File: src/rtl/cpd_pkg.sv
package cpd_pkg;
  // Detection phases, in the order they occur after reset release.
  typedef enum logic [1:0] {
    PH_CLEAR  = 2'd0,
    PH_SETTLE = 2'd1,
    PH_DONE   = 2'd2
  } phase_t;

  // Width needed to hold values 0..n.
  function automatic int unsigned width_for(input int unsigned n);
    return (n < 2) ? 1 : $clog2(n + 1);
  endfunction
endpackage

File: src/rtl/cpd_sync_bank.sv
module cpd_sync_bank #(
  parameter int W = 7
) (
  input  logic         clk,
  input  logic         rst_n,
  input  logic [W-1:0] d,
  output logic [W-1:0] q
);
  // Each strap input gets its own two-stage synchroniser.
  for (genvar i = 0; i < W; i++) begin : g_bit
    logic s1, s2;
    always_ff @(posedge clk or negedge rst_n) begin
      if (!rst_n) begin
        s1 <= 1'b0;
        s2 <= 1'b0;
      end else begin
        s1 <= d[i];
        s2 <= s1;
      end
    end
    assign q[i] = s2;
  end
endmodule

File: src/rtl/cpd_sequencer.sv
module cpd_sequencer
  import cpd_pkg::*;
#(
  parameter int CLR_CYCLES    = 8,
  parameter int SETTLE_CYCLES = 4
) (
  input  logic clk,
  input  logic rst_n,
  output logic mclr,
  output logic sample_en,
  output logic done
);
  localparam int MAXC = (CLR_CYCLES > SETTLE_CYCLES) ? CLR_CYCLES : SETTLE_CYCLES;
  localparam int CW   = width_for(MAXC);
  localparam logic [CW-1:0] CLR_LAST = CW'(CLR_CYCLES - 1);
  localparam logic [CW-1:0] SET_LAST = CW'(SETTLE_CYCLES - 1);

  phase_t        phase;
  logic [CW-1:0] cnt;
  logic          done_q;

  always_ff @(posedge clk or negedge rst_n) begin
    if (!rst_n) begin
      phase  <= PH_CLEAR;
      cnt    <= '0;
      done_q <= 1'b0;
    end else begin
      case (phase)
        PH_CLEAR: begin
          if (cnt == CLR_LAST) begin
            phase <= PH_SETTLE;
            cnt   <= '0;
          end else begin
            cnt <= cnt + CW'(1);
          end
        end
        PH_SETTLE: begin
          if (cnt == SET_LAST) begin
            phase  <= PH_DONE;
            cnt    <= '0;
            done_q <= 1'b1;
          end else begin
            cnt <= cnt + CW'(1);
          end
        end
        default: begin
          phase <= PH_DONE;
        end
      endcase
    end
  end

  // Master clear is also held during reset, because the reset state is PH_CLEAR.
  assign mclr      = (phase == PH_CLEAR);
  assign sample_en = (phase == PH_SETTLE) && (cnt == SET_LAST);
  assign done      = done_q;
endmodule

File: src/rtl/cpd_result_latch.sv
module cpd_result_latch #(
  parameter int NUM_CHAN = 6,
  parameter int CNT_W    = 3
) (
  input  logic                clk,
  input  logic                rst_n,
  input  logic                sample_en,
  input  logic [NUM_CHAN-1:0] irq_s,
  input  logic                gnt_s,
  output logic [NUM_CHAN-1:0] mask,
  output logic [CNT_W-1:0]    count,
  output logic                cpu
);
  logic [CNT_W-1:0] ones;

  // Population count of the synchronised strap levels.
  always_comb begin
    ones = '0;
    for (int i = 0; i < NUM_CHAN; i++) begin
      ones = ones + CNT_W'(irq_s[i]);
    end
  end

  always_ff @(posedge clk or negedge rst_n) begin
    if (!rst_n) begin
      mask  <= '0;
      count <= '0;
      cpu   <= 1'b0;
    end else if (sample_en) begin
      mask  <= irq_s;
      count <= ones;
      cpu   <= gnt_s;
    end
  end
endmodule

File: src/rtl/chan_presence_detect.sv
module chan_presence_detect
  import cpd_pkg::*;
#(
  parameter int NUM_CHAN      = 6,
  parameter int CLR_CYCLES    = 8,
  parameter int SETTLE_CYCLES = 4,
  localparam int CNT_W        = width_for(NUM_CHAN),
  localparam int STAT_W       = NUM_CHAN + CNT_W + 2
) (
  input  logic                clk,
  input  logic                rst_n,
  input  logic [NUM_CHAN-1:0] chan_irq,
  input  logic                lb_grant,
  output logic                mclr,
  output logic                det_done,
  output logic                cpu_present,
  output logic [STAT_W-1:0]   status_word,
  input  logic                host_valid,
  output logic                host_ready,
  output logic                chan_valid,
  input  logic                chan_ready
);
  logic [NUM_CHAN:0]   raw_in;
  logic [NUM_CHAN:0]   sync_in;
  logic                sample_en;
  logic [NUM_CHAN-1:0] mask;
  logic [CNT_W-1:0]    count;

  // The grant line shares the synchroniser bank with the interrupt lines, in the top bit.
  assign raw_in = {lb_grant, chan_irq};

  cpd_sync_bank #(.W(NUM_CHAN + 1)) u_sync (
    .clk   (clk),
    .rst_n (rst_n),
    .d     (raw_in),
    .q     (sync_in)
  );

  cpd_sequencer #(
    .CLR_CYCLES    (CLR_CYCLES),
    .SETTLE_CYCLES (SETTLE_CYCLES)
  ) u_seq (
    .clk       (clk),
    .rst_n     (rst_n),
    .mclr      (mclr),
    .sample_en (sample_en),
    .done      (det_done)
  );

  cpd_result_latch #(
    .NUM_CHAN (NUM_CHAN),
    .CNT_W    (CNT_W)
  ) u_res (
    .clk       (clk),
    .rst_n     (rst_n),
    .sample_en (sample_en),
    .irq_s     (sync_in[NUM_CHAN-1:0]),
    .gnt_s     (sync_in[NUM_CHAN]),
    .mask      (mask),
    .count     (count),
    .cpu       (cpu_present)
  );

  assign status_word = {det_done, cpu_present, count, mask};

  // Access gate: closed until detection finishes, transparent afterwards.
  assign chan_valid = host_valid & det_done;
  assign host_ready = chan_ready & det_done;
endmodule

File: config.mk
export PLATFORM = sky130hd
export DESIGN_NAME = chan_presence_detect
export DESIGN_NICKNAME = d
export VERILOG_FILES = /design/src/rtl/cpd_pkg.sv /design/src/rtl/cpd_sync_bank.sv /design/src/rtl/cpd_sequencer.sv /design/src/rtl/cpd_result_latch.sv /design/src/rtl/chan_presence_detect.sv
export SDC_FILE = /design/constraint.sdc
export NUM_CORES = 1
export LEC_CHECK = 0
export BUFFER_PORTS_ARGS = -buffer_cell sky130_fd_sc_hd__buf_2
export CORE_UTILIZATION = 50
export CTS_BUF_LIST = sky130_fd_sc_hd__clkbuf_4 sky130_fd_sc_hd__clkbuf_8
export DETAILED_ROUTE_END_ITERATION = 8
export PLACE_DENSITY = 0.77
export SLEW_MARGIN = 10
export SYNTH_ARGS = -nofsm -noshare
export SYNTH_HDL_FRONTEND = slang
export SYNTH_SLANG_ARGS = --single-unit
File: constraint.sdc
create_clock -name clk -period 2 [get_ports clk]
set_clock_uncertainty 0.05 [all_clocks]
set_input_delay 0.2 -clock clk [delete_from_list [all_inputs] [get_ports clk]]
set_output_delay 0.2 -clock clk [all_outputs]
set_load 0.005 [all_outputs]
==> impl_metrics.yaml <==
status:
  status: "finished, violations left"
  failed_checks: "negative setup slack"
worst_setup_path:
  timing.rr.start: "u_sync.g_bit[0].s2"
  end_kind: "flop"
  reg2reg_depth: 8
  crit_path_end: "u_res.count[1]"
  reg2reg_setup_slack_ns: -0.28
  worstSetupPathType: "reg2reg"
  worstSetupStartpointType: "flop"
  critical_path.startpoint: "u_sync.g_bit[0].s2"
  cp_max_fo: 2
  r2r_end: "u_res.count[1]"
  crit_arrival_ns: 2.47
  cp.required_ns: 2.19
pwr:
  seqPwrFrac_pct: 59.1
  power.density_mw_per_mm2: 764
  clockPowerShare_pct: 30.5
  p_total_w: 0.00115
  intPower_w: 0.000895
  vdd_drop_max_mv: 0.578
  p_leak_nw: 0.749
  p_sw_w: 0.000257
  netSwitchingFraction_pct: 22.3
  pwr-share-comb_pct: 10.3
route:
  routed_wl_um: 1690
  wl_per_cell_um: 11.3
  first_pass_iters: 3
  drtAntennaViolNets: 0
  vias_per_cell: 4.64
  met2_length_um: 832
  dr.max_layer_used: "met4"
  wl_met3_um: 86
  drt_iter0_markers: 3
  wl_met1_um: 755
  vias: 691
  drc: 0
yosys:
  syn_nets: 98
  ys_async_sr_fraction_pct: 100
  synth_top_cell_by_area: "dfrtp_1"
  postSynthAreaPerCell_um2: 15.3
  ys_ff_latch: 31
  synth_ff_type: "dfrtp_1"
  netlist_instances: 82
  ys.warnings.count: 0
  synth.cell_area_mm2: 0.00126
  yosysSeqAreaShare_pct: 61.8
  synth_top_area_share_pct: 61.8
  synth_edf_count: 0
  yosysUniqueCellTypes: 24
  synth_top_cells_by_area: "dfrtp_1, mux2_4, fa_1, mux2_2, bufbuf_16"
clock_network:
  cts_root_buf: "clkbuf_4"
  clk_latency_ns: 0.31
  cts_resized: 0
  cts_tree: "built"
  clkTransAtPathRegs_ns: 0.09
  htree_levels: 2
  clock-sinks: 31
  cts_buffers: 5
  clockBufferDepth: 2
cells_and_area:
  mostFrequentLayoutCell: "dfrtp_1"
  stdcell_count: 149
  fillCellCount: 172
  drive_gt1_share_pct: 41.3
  nNetsFinal: 137
  mostFrequentLayoutCells: "dfrtp_1, buf_2, dlygate4sd3_1, inv_1, mux2_4"
  diodes: 0
  syn_to_final_growth_pct: 20.0
timing:
  slew_viol_final: 0
  fin_crit_ns: 2.28
  hold_viol: 0
  rsz0062_at_grt: "yes"
  min_period_over_period_pct: 114
  tns_ns: -0.506
  setup_violations: 3
  fmax_mhz: 438
  layout_setup_ws_ns: -0.282
  tightest_slew_ns: 0.632
  maxSlewHeadroom_pct: 57.9
global_routing:
  grt_usage_pct: 15.3
  antenna_found_initial: 0
  grt_overflow: 0
  grt_pass1_wl_um: 2780
  grt_pass1_vias: 698
  grt_max_degree: 32
floorplanning:
  dieArea_mm2: 0.00272
  num_io_pins: 27
  core-area_mm2: 0.00230
  start_util_pct: 54.7
  die_width_um: 52.1
  die_h_um: 52.1
  placementRows: 17
worst_hold_path:
  min_from: "u_sync.g_bit[4].s1"
  hold_path_class: "reg2reg"
placement:
  dp_slack_ns: -0.285
  dp_hpwl_um: 1230
  place_congestion: 0.726
  placed_cells: 132
  io_buffers: 26
run:
  drv_cap: 0
through the flow:
stage / hold slack (ns) / instance area [um^2] / utilization, %
4_1_cts: 0.302 / 1500 / 65.3
5_1_grt: 0.310 / 1510 / 65.6
3_3_place_gp: 0.206 / 1360 / 59.0
3_5_place_dp: 0.212 / 1360 / 59.0
2_1_floorplan: -0.146 / 1260 / -
6_report: 0.301 / 1510 / 65.6
registers in the layout (all words and copies together), names as in the netlist:
register         flops
u_seq.cnt            4
u_seq.phase          2
u_sync.g_bit.s1      7
u_res.mask           6
u_res.count          3
u_res.cpu            1
u_sync.g_bit.s2      7
u_seq.done           1
per-layer routing:
layer  up-vias  GRT usage [%]
met2        23           25.6
li1        335              -
met1       331           16.8
met3         2           6.14
met5         -              0
met4         0           6.76
synthesized netlist by cell type (all sizes together) (2+ instances only):
| library cell | n |
|---|---|
| dfrtp | 31 |
| mux2 | 9 |
| inv | 8 |
| nor2 | 4 |
| and2 | 3 |
| buf | 3 |
| fa | 3 |
| a21oi | 2 |
| ha | 2 |
| mux2i | 2 |
| nand2 | 2 |
| nor2b | 2 |
| or2 | 2 |
| xnor2 | 2 |
cell type report:
type	count	area, um^2	share of cell area (%)
Clock inverter	1	5.00	0.332
Inverter	8	30.0	1.99
Clock buffer	6	51.3	3.40
Multi-Input combinational cell	39	385	25.6
Sequential cell	31	776	51.5
Timing Repair Buffer	36	225	14.9
Tap cell	28	35.0	2.32
worst max-delay path, stage by stage, from the launching register on:
cell and delay (ns):
dfrtp_1 0.40, ha_1 0.29, inv_1 0.05, fa_1 0.48, inv_1 0.05, fa_2 0.33, inv_2 0.06, fa_1 0.38
mux2i_1 0.13
worst min path at each step:
stage	endpoint	cells after the start	slack, ns
final	u_sync.g_bit[4].s2	0	0.30
after detailed placement	u_res.cpu	1	0.21
after floorplan	u_res.count[0]	0	-0.15
after global routing	u_sync.g_bit[4].s2	0	0.31
after CTS	u_sync.g_bit[4].s2	0	0.30
after global placement	u_sync.g_bit[6].s1	1	0.21
power by group through the flow:
stage | logic [W] | registers, W | clock network (W)
3_5_place_dp | 0.000107 | 0.000695 | 0
4_1_cts | 0.000120 | 0.000682 | 0.000363
5_1_grt | 0.000137 | 0.000685 | 0.000398
6_report | 0.000119 | 0.000681 | 0.000352
3_3_place_gp | 0.000102 | 0.000693 | 0
2_1_floorplan | 0.0000506 | 0.000694 | 0
kinds of logic (layout without fill, tap and decap cells):
| kind of cell | Yosys count | after routing | synth area share [%] |
|---|---|---|---|
| buffers and inverters | 12 | 51 | 7.77 |
| muxes | 11 | 11 | 11.5 |
| DFF | 31 | 31 | 61.8 |
| AOI/OAI and AO/OA | 4 | 4 | 1.79 |
| adders and majority gates | 5 | 5 | 6.77 |
| xor gates and xnor gates | 2 | 2 | 1.39 |
| and+or+nand+nor | 17 | 17 | 9.06 |
repair_timing:
action / 4_1_cts / 5_1_grt
endpoints found under the setup margin: 3 / 3
pin swaps: 2 / 2
hold endpoints to repair: 38 / 0
setup buffers: 1 / 1
hold buffers: 8 / 0
(Power assumes the default switching activity.)
